`src/rtl/cpk_pkg.sv`:
```
package cpk_pkg;

    typedef enum logic [1:0] {
        PACK_X1   = 2'd0,
        PACK_X2   = 2'd1,
        PACK_X4   = 2'd2,
        PACK_X1B  = 2'd3
    } pack_mode_e;

    typedef enum logic [1:0] {
        S_IDLE = 2'd0,
        S_LEAD = 2'd1,
        S_FILL = 2'd2
    } clu_state_e;

    // index of the final sample lane in one event word
    function automatic logic [1:0] final_lane(input pack_mode_e m);
        logic [1:0] r;
        unique case (m)
            PACK_X2: r = 2'd1;
            PACK_X4: r = 2'd3;
            default: r = 2'd0;
        endcase
        return r;
    endfunction

endpackage

```
`src/rtl/cpk_lane_packer.sv`:
```
module cpk_lane_packer
    import cpk_pkg::*;
#(
    parameter int SAMPLE_W = 16
) (
    input  logic                clk,
    input  logic                rst_n,
    input  logic                tick,
    input  logic [SAMPLE_W-1:0] sample,
    input  pack_mode_e          mode,
    output logic                word_vld,
    output logic [SAMPLE_W-1:0] word
);

    localparam int CH_X2 = SAMPLE_W / 2;
    localparam int CH_X4 = SAMPLE_W / 4;

    logic [1:0]          lane_q;
    logic [1:0]          lane_last;
    logic [SAMPLE_W-1:0] acc_q;
    logic [SAMPLE_W-1:0] spread;
    logic [SAMPLE_W-1:0] merged;

    assign lane_last = final_lane(mode);

    // place this sample's channels on their interleaved bit positions
    always_comb begin
        spread = '0;
        unique case (mode)
            PACK_X2: begin
                for (int c = 0; c < CH_X2; c++) begin
                    spread[c*2 + int'(lane_q[0])] = sample[c];
                end
            end
            PACK_X4: begin
                for (int c = 0; c < CH_X4; c++) begin
                    spread[c*4 + int'(lane_q)] = sample[c];
                end
            end
            default: spread = sample;
        endcase
    end

    assign merged = ((lane_q == 2'd0) ? '0 : acc_q) | spread;

    always_ff @(posedge clk) begin
        if (!rst_n) begin
            lane_q   <= 2'd0;
            acc_q    <= '0;
            word     <= '0;
            word_vld <= 1'b0;
        end else begin
            word_vld <= 1'b0;
            if (tick) begin
                if (lane_q == lane_last) begin
                    word     <= merged;
                    word_vld <= 1'b1;
                    lane_q   <= 2'd0;
                    acc_q    <= '0;
                end else begin
                    acc_q  <= merged;
                    lane_q <= lane_q + 2'd1;
                end
            end
        end
    end

endmodule

```
`src/rtl/cpk_timebase.sv`:
```
module cpk_timebase #(
    parameter int TS_W = 16
) (
    input  logic            clk,
    input  logic            rst_n,
    input  logic            word_vld,
    input  logic            open_hit,
    output logic [TS_W-1:0] ts,
    output logic            force_due
);

    localparam logic [TS_W-1:0] GAP_MAX = '1;

    logic [TS_W-1:0] gap_q;

    assign force_due = (gap_q == GAP_MAX);

    always_ff @(posedge clk) begin
        if (!rst_n) begin
            ts    <= '0;
            gap_q <= TS_W'(1);
        end else if (word_vld) begin
            ts <= ts + 1'b1;
            if (open_hit) begin
                gap_q <= TS_W'(1);
            end else if (gap_q != GAP_MAX) begin
                gap_q <= gap_q + 1'b1;
            end
        end
    end

endmodule

```
`src/rtl/cpk_addr_gen.sv`:
```
module cpk_addr_gen #(
    parameter int ROW_BITS  = 15,
    parameter int WORD_BITS = 9
) (
    input  logic                          clk,
    input  logic                          rst_n,
    input  logic                          adv,
    output logic [ROW_BITS+WORD_BITS-1:0] addr
);

    logic [ROW_BITS-1:0]  row_q;
    logic [WORD_BITS-1:0] col_q;

    assign addr = {row_q, col_q};

    always_ff @(posedge clk) begin
        if (!rst_n) begin
            row_q <= '0;
            col_q <= '0;
        end else if (adv) begin
            col_q <= col_q + 1'b1;
            if (col_q == '1) begin
                row_q <= row_q + 1'b1;
            end
        end
    end

endmodule

```
`src/rtl/cpk_cluster_packer.sv`:
```
module cpk_cluster_packer
    import cpk_pkg::*;
#(
    parameter int SAMPLE_W  = 16,
    parameter int TS_W      = 16,
    parameter int EVENTS    = 7,
    parameter int ROW_BITS  = 15,
    parameter int WORD_BITS = 9
) (
    input  logic                          clk,
    input  logic                          rst_n,
    input  logic                          tick,
    input  logic [SAMPLE_W-1:0]           sample_in,
    input  logic [1:0]                    mode,
    input  logic                          cap_en,
    output logic                          wr_en,
    output logic [ROW_BITS+WORD_BITS-1:0] wr_addr,
    output logic [SAMPLE_W-1:0]           wr_data
);

    localparam int ADDR_W = ROW_BITS + WORD_BITS;
    localparam int SLOT_W = $clog2(EVENTS + 1);
    localparam logic [SLOT_W-1:0] SLOT_LAST = SLOT_W'(EVENTS - 1);

    clu_state_e          state_q, state_d;
    logic [SLOT_W-1:0]   slot_q;
    logic [SAMPLE_W-1:0] last_q;
    logic [SAMPLE_W-1:0] hold_q;
    logic                word_vld;
    logic [SAMPLE_W-1:0] word;
    logic [TS_W-1:0]     ts;
    logic                force_due;
    logic [ADDR_W-1:0]   addr;
    logic [SAMPLE_W-1:0] stamp_ext;
    logic                open_hit;
    logic                fill_hit;
    logic                wr_fire;

    cpk_lane_packer #(.SAMPLE_W(SAMPLE_W)) u_pack (
        .clk      (clk),
        .rst_n    (rst_n),
        .tick     (tick),
        .sample   (sample_in),
        .mode     (pack_mode_e'(mode)),
        .word_vld (word_vld),
        .word     (word)
    );

    cpk_timebase #(.TS_W(TS_W)) u_time (
        .clk       (clk),
        .rst_n     (rst_n),
        .word_vld  (word_vld),
        .open_hit  (open_hit),
        .ts        (ts),
        .force_due (force_due)
    );

    cpk_addr_gen #(.ROW_BITS(ROW_BITS), .WORD_BITS(WORD_BITS)) u_addr (
        .clk   (clk),
        .rst_n (rst_n),
        .adv   (wr_fire),
        .addr  (addr)
    );

    always_comb begin
        stamp_ext = '0;
        stamp_ext[TS_W-1:0] = ts;
    end

    assign open_hit = (state_q == S_IDLE) && word_vld && cap_en &&
                      ((word != last_q) || force_due);
    assign fill_hit = (state_q == S_FILL) && word_vld;
    assign wr_fire  = open_hit || (state_q == S_LEAD) || fill_hit;

    // next state
    always_comb begin
        state_d = state_q;
        unique case (state_q)
            S_IDLE: if (open_hit) state_d = S_LEAD;
            S_LEAD: state_d = S_FILL;
            S_FILL: if (fill_hit && (slot_q == SLOT_LAST)) state_d = S_IDLE;
            default: state_d = S_IDLE;
        endcase
    end

    // state register and cluster bookkeeping
    always_ff @(posedge clk) begin
        if (!rst_n) begin
            state_q <= S_IDLE;
            slot_q  <= '0;
            last_q  <= '0;
            hold_q  <= '0;
        end else begin
            state_q <= state_d;
            if (open_hit) begin
                hold_q <= word;
                last_q <= word;
            end
            if (state_q == S_LEAD) begin
                slot_q <= SLOT_W'(1);
            end else if (fill_hit) begin
                slot_q <= slot_q + 1'b1;
                last_q <= word;
            end
        end
    end

    // registered write port
    always_ff @(posedge clk) begin
        if (!rst_n) begin
            wr_en   <= 1'b0;
            wr_addr <= '0;
            wr_data <= '0;
        end else begin
            wr_en <= wr_fire;
            if (wr_fire) begin
                wr_addr <= addr;
            end
            unique case (state_q)
                S_IDLE: if (open_hit) wr_data <= stamp_ext;
                S_LEAD: wr_data <= hold_q;
                S_FILL: if (fill_hit) wr_data <= word;
                default: wr_data <= wr_data;
            endcase
        end
    end

endmodule

```
`config.mk`:
```
export PLATFORM = sky130hd
export DESIGN_NAME = cpk_cluster_packer
export DESIGN_NICKNAME = d
export VERILOG_FILES = /design/src/rtl/cpk_pkg.sv /design/src/rtl/cpk_lane_packer.sv /design/src/rtl/cpk_timebase.sv /design/src/rtl/cpk_addr_gen.sv /design/src/rtl/cpk_cluster_packer.sv
export SDC_FILE = /design/constraint.sdc
export NUM_CORES = 1
export LEC_CHECK = 0
export BUFFER_PORTS_ARGS = -buffer_cell sky130_fd_sc_hd__buf_4
export CORE_MARGIN = 8
export CORE_UTILIZATION = 30
export CTS_CLUSTER_SIZE = 10
export DETAILED_ROUTE_END_ITERATION = 16
export PLACE_DENSITY = 0.45
export SETUP_SLACK_MARGIN = 0.02
export SLEW_MARGIN = 0
export SYNTH_ARGS = -nofsm -noshare
export SYNTH_HDL_FRONTEND = slang
export SYNTH_SLANG_ARGS = --single-unit
```
`constraint.sdc`:
```
create_clock -name clk -period 5.6 [get_ports clk]
set_input_delay 1.12 -clock clk [delete_from_list [all_inputs] [get_ports clk]]
set_output_delay 1.12 -clock clk [all_outputs]
set_load 0.01 [all_outputs]
```
Yosys cells after proc, flatten, opt, wreduce, memory -nomap -nowiden:

Cells that the tools add are included.

* flip-flop bits (word level): 169
* input port bits: 22
* output and inout bits: 41
* word-level logic and storage cells: 158

* add/subtract/negate cells: 16
* $lt $le $gt $ge: 24
* equal/unequal tests: 13
* multiplexer cells: 53
* bitwise operators: 4
* reduce and logical (&&, ||, !) cells: 32

Operator list (count)
* 32-bit by 1-bit greater-or-equal comparator with 1-bit output, second input constant: 10
* 32-bit by 6-bit < comparator with 1-bit output, second input constant: 10
* 16-bit bitwise mux: 10
* 16-bit two-way mux: 9
* 16-bit one-hot mux with 3 select lines: 1
* 1-bit demux with 4-bit select: 10
* 16-bit by 1-bit adder with 16-bit output, second input constant: 2
* 16-bit one-hot mux with 2 select lines: 1
* 4-bit by 1-bit adder with 5-bit output, first input constant: 4
* 1-bit logical AND: 17
* 16-bit by 2-bit bitwise AND with 16-bit output: 1
* 16-bit by 4-bit bitwise AND with 16-bit output: 1
* 16-bit equality test, second input constant: 1
* 16-bit != test: 1
* 16-bit != test, second input constant: 1
* 16-bit bitwise OR: 1
* 15-bit by 1-bit adder with 15-bit output, second input constant: 1
* 1-bit two-way mux: 15
* 4-bit by 2-bit adder with 5-bit output, first input constant: 2
* 2-bit AND reduction: 5
* 9-bit by 1-bit adder with 9-bit output, second input constant: 1
* 9-bit equality test, second input constant: 1
* 3-bit by 1-bit adder with 4-bit output, first input constant: 2
* 2-bit two-way mux: 3
* 25 further kinds: 32

Logic depth before layout (Yosys ltp):

Gate-level depths: netlist (run 1).

* depth after elaboration: 15
* depth in mapped cells: 12
* mapped depth without buffers: 8

Modules after synthesis:

From an unflattened synthesis (run 1), not the netlist that was laid out.

* cell total of the unflattened synthesis: 911
* area, all modules: 8261.7 um^2

By module, submodules not included
* cpk_cluster_packer: times used 1, cells an instance 409, area an instance 3714.8 um^2, seq. area each 1561.5 um^2
* cpk_timebase: times used 1, cells an instance 200, area an instance 1730.4 um^2, seq. area each 640.6 um^2
* cpk_lane_packer: times used 1, cells an instance 175, area an instance 1692.9 um^2, seq. area each 700.7 um^2
* cpk_addr_gen: times used 1, cells an instance 127, area an instance 1123.6 um^2, seq. area each 480.5 um^2

Worst setup path before layout (run 1):

No wires, ideal clock.

* path kind: in2reg
* start point: in mode[0]
* end point: reg u_pack.acc_q[2]
* setup time: 128 ps
* data arrival time: 2507 ps
* data required time: 5472 ps
* path slack: 2966 ps
* cell stages on the path: 9
* path buffers: 2
* cell sequence: inv_1 > ha_1 > clkbuf_1 > xor2_1 > nand2_1 > nand2_1 > clkbuf_1 > a2bb2oi_1 > nor2_1

* longest elaborated chain between the ends: 4
* elaborated cells between the ends (all ways): 7
* classes of those cells: eq/ne (3); mux (3); bitwise (1)

RTL lines
* from (decl): line cpk_cluster_packer.sv:14 `input logic [1:0] mode,`
* 2-bit equality test or 2-bit by 1-bit equality test with 1-bit output (tied branches): line cpk_pkg.sv:19, cpk_lane_packer.sv:29
* 2-bit one-hot mux with 2 select lines or 16-bit one-hot mux with 2 select lines (tied branches): line cpk_pkg.sv:19, cpk_lane_packer.sv:29
* 2-bit equality test or 16-bit bitwise OR (tied branches): line cpk_lane_packer.sv:55, cpk_lane_packer.sv:44
* 16-bit two-way mux *: line cpk_lane_packer.sv:55 `if (lane_q == lane_last) begin`
* to (signal assigned): line cpk_lane_packer.sv:61 `acc_q <= merged;`
* to (decl): line cpk_lane_packer.sv:20 `logic [SAMPLE_W-1:0] acc_q;`

Every way passes the cells marked *; elsewhere a longest branch is shown, timed or not.
A chain may end at the register's enable or synchronous reset.

Worst setup path after layout (run 1):

* start point: reg state_q[0]
* end point: reg wr_addr[18]

* longest elaborated chain between the ends: 6
* elaborated cells between the ends (all ways): 9
* classes of those cells: eq/ne (2); reduce/logical (7)

RTL lines
* from (decl): line cpk_cluster_packer.sv:25 `clu_state_e state_q, state_d;`
* from (signal assigned): line cpk_cluster_packer.sv:94 `state_q <= state_d;`
* 2-bit zero test: line cpk_cluster_packer.sv:70 `assign open_hit = (state_q == S_IDLE) && word_vld && cap_en &&`
* 1-bit logical AND (3 in a row): line cpk_cluster_packer.sv:70
* 1-bit logical OR: line cpk_cluster_packer.sv:73 `assign wr_fire = open_hit || (state_q == S_LEAD) || fill_hit;`
* 1-bit logical OR *: line cpk_cluster_packer.sv:73
* to (signal assigned): line cpk_cluster_packer.sv:117 `wr_addr <= addr;`
* to (decl): line cpk_cluster_packer.sv:17 `output logic [ROW_BITS+WORD_BITS-1:0] wr_addr,`

Marks and branches as above.

==> metrics.txt, run 1 <==
Starting Density 30.6%; first-pass GRT wire length 30100 um; Clock Latency Late Sink 0.43 ns; GP Congestion 0.754; Syn Area/Cell 8.92 sq um; endpoints failing hold 0; crit start category flip-flop; maximum clock frequency 302 MHz; CP arrival 3.61 ns; P per Cell Area 336 mW/mm^2; worst clock skew 0.0136 ns; Synthesized Nets 906; Final #Nets 935; Cell variety after synth 49; most frequent cells in the layout dfxtp_1, nor2_1, nand2_1; H-tree depth 4; worst min-delay path startpoint wr_data[14]; PortBufs 62; Final Critical Period 3.32 ns; initial antenna violation count 0; Die Span Y 176 um; drt wl/cell 14.8 um; drt pass-1 iters 4; IO Pins 63; Compound-Gate Fraction of Synth Area 16.2%; core area 0.0253 sq mm; Post-CTS Resized 0; DRC violations left 0; EDFF count, synth 0; main combinational cell family by area after synthesis simple AND/OR/NAND/NOR gates; GR Util met1 15.6%; chip width 176 um; CTS buffer count 17; CP max FO 32; CTS Hold Bufs 0; DR iter-0 viols 373; dpl hpwl 12200 um; commonest non-fill, non-tap cell in the layout dfxtp_1; GRT Overall Usage 11.8%; final period utilization 59.2%; maximum VDD drop 0.156 mV; P_leak 3.63 nW; largest net degree at the start of global routing 76; number of synthesized register bits 169; P&R area growth vs syn 16.3%; grt met3 use 2.97%; final WL 18300 um; Relative slew margins 27.1%; row count 58; die footprint 0.0311 sq mm; Primary FF master, synth dfxtp_1; count of final setup violators 0; number of global-route vias before repair 5648; area share of and/or/nand/nor cells after synthesis 18.9%; RSZ-0062 raised after global routing false; Mapped Cells 866; xor/xnor share of the synthesized area 5.33%; post-synthesis adder-cell area fraction 2.92%; CP required 5.89 ns; CTS Root Buffer Type clkbuf_16; Setup crit start state_q[0]; clk buf depth 2; GRT overflow 0; CTS tree built; clock slew at reported path FFs 0.07 ns; Worst R2R Start state_q[0]; mux share of post-synthesis cell area 8.16%; post-synth design cell area 0.00772 sq mm; multi-input logic area 0.00400 sq mm; fraction of layout cells with a size suffix above 1 12.1%; diode count 0; Final ANT Viol Nets 0; max cap viols 0; FF/Latch Area 0.00338 sq mm; # Post-CTS Setup Buffers 0; via count 6033; worst slew pin tran 1.09 ns; Vias per Instance 4.87; GR peak layer met2; post-synthesis sequential area ratio 43.8%; critical setup path kind reg2reg; Min Hold Slack 0.458 ns; Tightest Hold Check Type reg2reg; Synth Warn # 0; CP endpoint kind flip-flop; clock tree sinks 169; reg2reg setup slack 2.28 ns; met2 usage 18.7%; Max Slew Vio Count 0; ys async rst share 0%; outcome completed; layout filler cell count 2643; setup TNS 0 ns
-- kinds of logic (layout without fill, tap and decap cells) --
logic type / after synthesis / after routing
xor+xnor: 47 / 47
flops: 169 / 169
mux: 63 / 63
fa+ha+maj: 18 / 18
buf+inv: 76 / 118
compound gates: 173 / 173
simple gates: 320 / 320
-- critical path, stage by stage (launching register included) --
cell	delay, ns
dfxtp_1	0.39
inv_1	0.10
ha_1	0.47
and2_1	0.37
nor2_1	0.19
o21ai_2	0.11
o21ai_4	0.79
buf_4	0.47
mux2i_1	0.22
nor2_1	0.05
-- registers in the layout, indices dropped and copies added, names as in the netlist --
signal,count
u_pack.acc_q,16
state_q,2
last_q,16
u_pack.word,16
u_pack.word_vld,1
u_addr.col_q,9
hold_q,16
u_time.ts,16
wr_en,1
slot_q,3
u_time.gap_q,16
u_pack.lane_q,2
wr_data,16
u_addr.row_q,15
wr_addr,24
-- layer usage --
layer | up-vias | part of all wire [%]
met1 | 2827 | 49
met3 | 10 | 3.0
li1 | 3133 | -
met5 | - | 0
met4 | 0 | 1.0
met2 | 63 | 47
-- through the flow --
stage | cells | instance area (sq um) | total power [mW] | setup slack (ns) | util, %
detailed placement | 1206 | 8370 | 1.83 | 1.86 | 33.1
finish | 1238 | 8980 | 3.02 | 2.28 | 35.6
global placement | 1206 | 8370 | 1.83 | 1.94 | 33.1
global route | 1238 | 8980 | 3.18 | 1.95 | 35.6
floorplan | 866 | 7720 | 1.70 | 2.97 | -
CTS | 1238 | 8980 | 3.07 | 2.26 | 35.6
-- Yosys cell counts, types with 10 or more instances --
library cell	n	area, sq um
a211o_1	17	149
a211oi_1	17	128
a21oi_1	40	200
a221oi_1	16	140
a22oi_1	18	135
a32oi_1	14	123
and2_1	13	81.3
and3_1	12	75.1
clkbuf_1	41	154
dfxtp_1	169	3380
ha_1	18	225
inv_1	17	63.8
mux2i_1	63	631
nand2_1	83	312
nand3_1	19	95.1
nand4_1	16	100
nor2_1	138	518
o21ai_0	13	65.1
o31ai_1	10	75.1
or3_1	10	62.6
or4_1	10	75.1
xor2_1	41	359
-- worst paths after layout --
kind / end / cells after the start
worst max register to register: wr_addr[18] / 9
worst min-delay path: wr_data[14] / 2
worst max-delay path: wr_addr[18] / 9
worst min register to register: wr_data[14] / 2
-- where the power goes --
| part | switching, mW | leakage (nW) | internal, mW | total [mW] |
|---|---|---|---|---|
| sequential | 0.0579 | 1.37 | 1.26 | 1.32 |
| clock | 0.543 | 0.292 | 0.678 | 1.22 |
| combinational | 0.301 | 1.97 | 0.178 | 0.480 |
-- final cells by class --
class | count | share of cell area, %
clock buffers | 17 | 4.74
clock inverters | 15 | 2.08
inverters | 18 | 0.766
multi-input cells | 621 | 44.5
flip-flops and latches | 169 | 37.7
well taps | 330 | 4.60
repair buffers | 68 | 5.68
Power figures use the tool's default switching activity.
==> inputs of run 2 (changes only) <==
Settings changed: PLACE_DENSITY 0.45 to 0.46.
Clock period 5.6 ns to 2.8 ns, I/O delays scaled along.
==> metrics.txt, run 2 (synthesized netlist as in run 1, its figures left out) <==
Worst R2R Start u_pack.word[5] (was state_q[0]); P per Cell Area 663 mW/mm^2 (was 336 mW/mm^2); Vias per Instance 4.91 (was 4.87); fraction of layout cells with a size suffix above 1 14.2% (was 12.1%); CTS buffer count 17 (unchanged); maximum VDD drop 0.339 mV (was 0.156 mV); Final #Nets 957 (was 935); Post-CTS Resized 0 (unchanged); Reg2Reg Depth 7 (was 9); CTS Root Buffer Type clkbuf_16 (unchanged); Die Span Y 176 um (unchanged); CTS Hold Bufs 0 (unchanged); reg2reg setup slack 0.33 ns (was 2.28 ns); die footprint 0.0311 sq mm (unchanged); critical setup path kind reg2reg (unchanged); CP max FO 16 (was 32); worst flop-to-flop path endpoint hold_q[1] (was wr_addr[18]); CP endpoint kind flip-flop (unchanged); non-filler cells, final 1260 (was 1238); first-pass GRT wire length 31100 um (was 30100 um); Starting Density 30.6% (unchanged); # Post-CTS Setup Buffers 0 (unchanged); GRT Overall Usage 12.2% (was 11.8%); maximum clock frequency 405 MHz (was 302 MHz); dpl hpwl 12800 um (was 12200 um); CTS tree built (unchanged); worst setup path end hold_q[1] (was wr_addr[18]); max cap viols 0 (unchanged); drt pass-1 iters 5 (was 4); via count 6183 (was 6033); P_leak 3.75 nW (was 3.63 nW); crit start category flip-flop (unchanged); row count 58 (unchanged); drt wl/cell 15.1 um (was 14.8 um); Setup crit start u_pack.word[5] (was state_q[0]); Final ANT Viol Nets 0 (unchanged); Relative slew margins 57.6% (was 27.1%); outcome completed (unchanged); number of flip-flops under the largest register name 24 (unchanged); most frequent cells in the layout dfxtp_1, nor2_1, buf_4 (was dfxtp_1, nor2_1, nand2_1); worst slew pin tran 0.633 ns (was 1.09 ns); final WL 19100 um (was 18300 um); register with the most flip-flops wr_addr (unchanged); diode count 0 (unchanged); count of final setup violators 0 (unchanged); Final Critical Period 2.47 ns (was 3.32 ns); GP Congestion 0.756 (was 0.754); DR iter-0 viols 408 (was 373); setup TNS 0 ns (unchanged); chip width 176 um (unchanged); final core utilization 36.4% (was 35.6%); clock tree sinks 169 (unchanged); Max Slew Vio Count 0 (unchanged); DRC violations left 0 (unchanged); Final Total Pwr 6.09 mW (was 3.02 mW); worst clock skew 0.0140 ns (was 0.0136 ns); Cell Count Post-Placement 1228 (was 1206); IO Pins 63 (unchanged); clk buf depth 2 (unchanged); PortBufs 62 (unchanged); largest net degree at the start of global routing 63 (was 76); number of global-route vias before repair 5901 (was 5648); endpoints failing hold 0 (unchanged); Clock Latency Late Sink 0.43 ns (about the same); commonest non-fill, non-tap cell in the layout dfxtp_1 (unchanged); CP required 3.10 ns (was 5.89 ns); GRT overflow 0 (unchanged); core area 0.0253 sq mm (unchanged); clock slew at reported path FFs 0.07 ns (about the same); RSZ-0062 raised after global routing false (unchanged); final period utilization 88.1% (was 59.2%); H-tree depth 4 (unchanged); initial antenna violation count 0 (unchanged); P&R area growth vs syn 18.9% (was 16.3%); CP arrival 2.77 ns (was 3.61 ns); Tightest Hold Check Type in2reg (was reg2reg)
==> run 2: cell count changes in the layout (fill, tap and decap cells not counted), sizes merged <==
cell and change:
buf +22, clkbuf +1, clkinv -2, inv +1
==> run 2: how the worst min path moves through the flow <==
| stage | slack (ns) | cells after the start | endpoint | startpoint |
|---|---|---|---|---|
| floorplan | 0.45 | 2 | last_q[0] | last_q[0] |
| global placement | 0.45 | 2 | wr_data[10] | wr_data[10] |
| detailed placement | 0.45 | 2 | wr_data[3] | wr_data[3] |
| CTS | 0.43 | 2 | u_addr.row_q[4] | rst_n |
| global route | 0.44 | 2 | u_addr.row_q[4] | rst_n |
| finish | 0.45 | 2 | u_addr.row_q[4] | rst_n |
==> run 2: routing by layer <==
metal	vias up	GRT usage [%]	wire [um]
li1	3182	-	-
met1	2910	15.6	9030
met2	78	20.3	9170
met3	13	2.82	667
met4	0	3.29	193
met5	-	0	0
==> run 2: cell type report <==
class	instances	area [sq um]
inverters	18	68.8
well taps	330	413
clock buffers	18	439
multi-input cells	621	4000
flip-flops and latches	169	3380
repair buffers	90	726
fillers	2616	16100
clock inverters	14	158
==> run 2: worst max-delay path: stages, from the launching register on <==
cell	delay [ns]
dfxtp_1	0.36
xor2_1	0.17
nor4_1	0.44
nand4_1	0.38
o21bai_2	0.36
buf_4	0.35
mux2i_1	0.22
nor2_1	0.05
==> run 2: power breakdown <==
part	total (mW)	internal (mW)	switching [mW]
sequential	2.61	2.52	0.0983
clock	2.42	1.36	1.06
combinational	1.06	0.412	0.645
total	6.09	4.29	1.80
==> run 2: stage by stage <==
step	setup slack [ns]	hold slack [ns]	cell area, sq um
detailed placement	0.380	0.452	8590
global route	0.126	0.443	9180
floorplan	0.674	0.450	7720
global placement	0.392	0.447	8590
CTS	0.347	0.432	9180
finish	0.332	0.449	9180
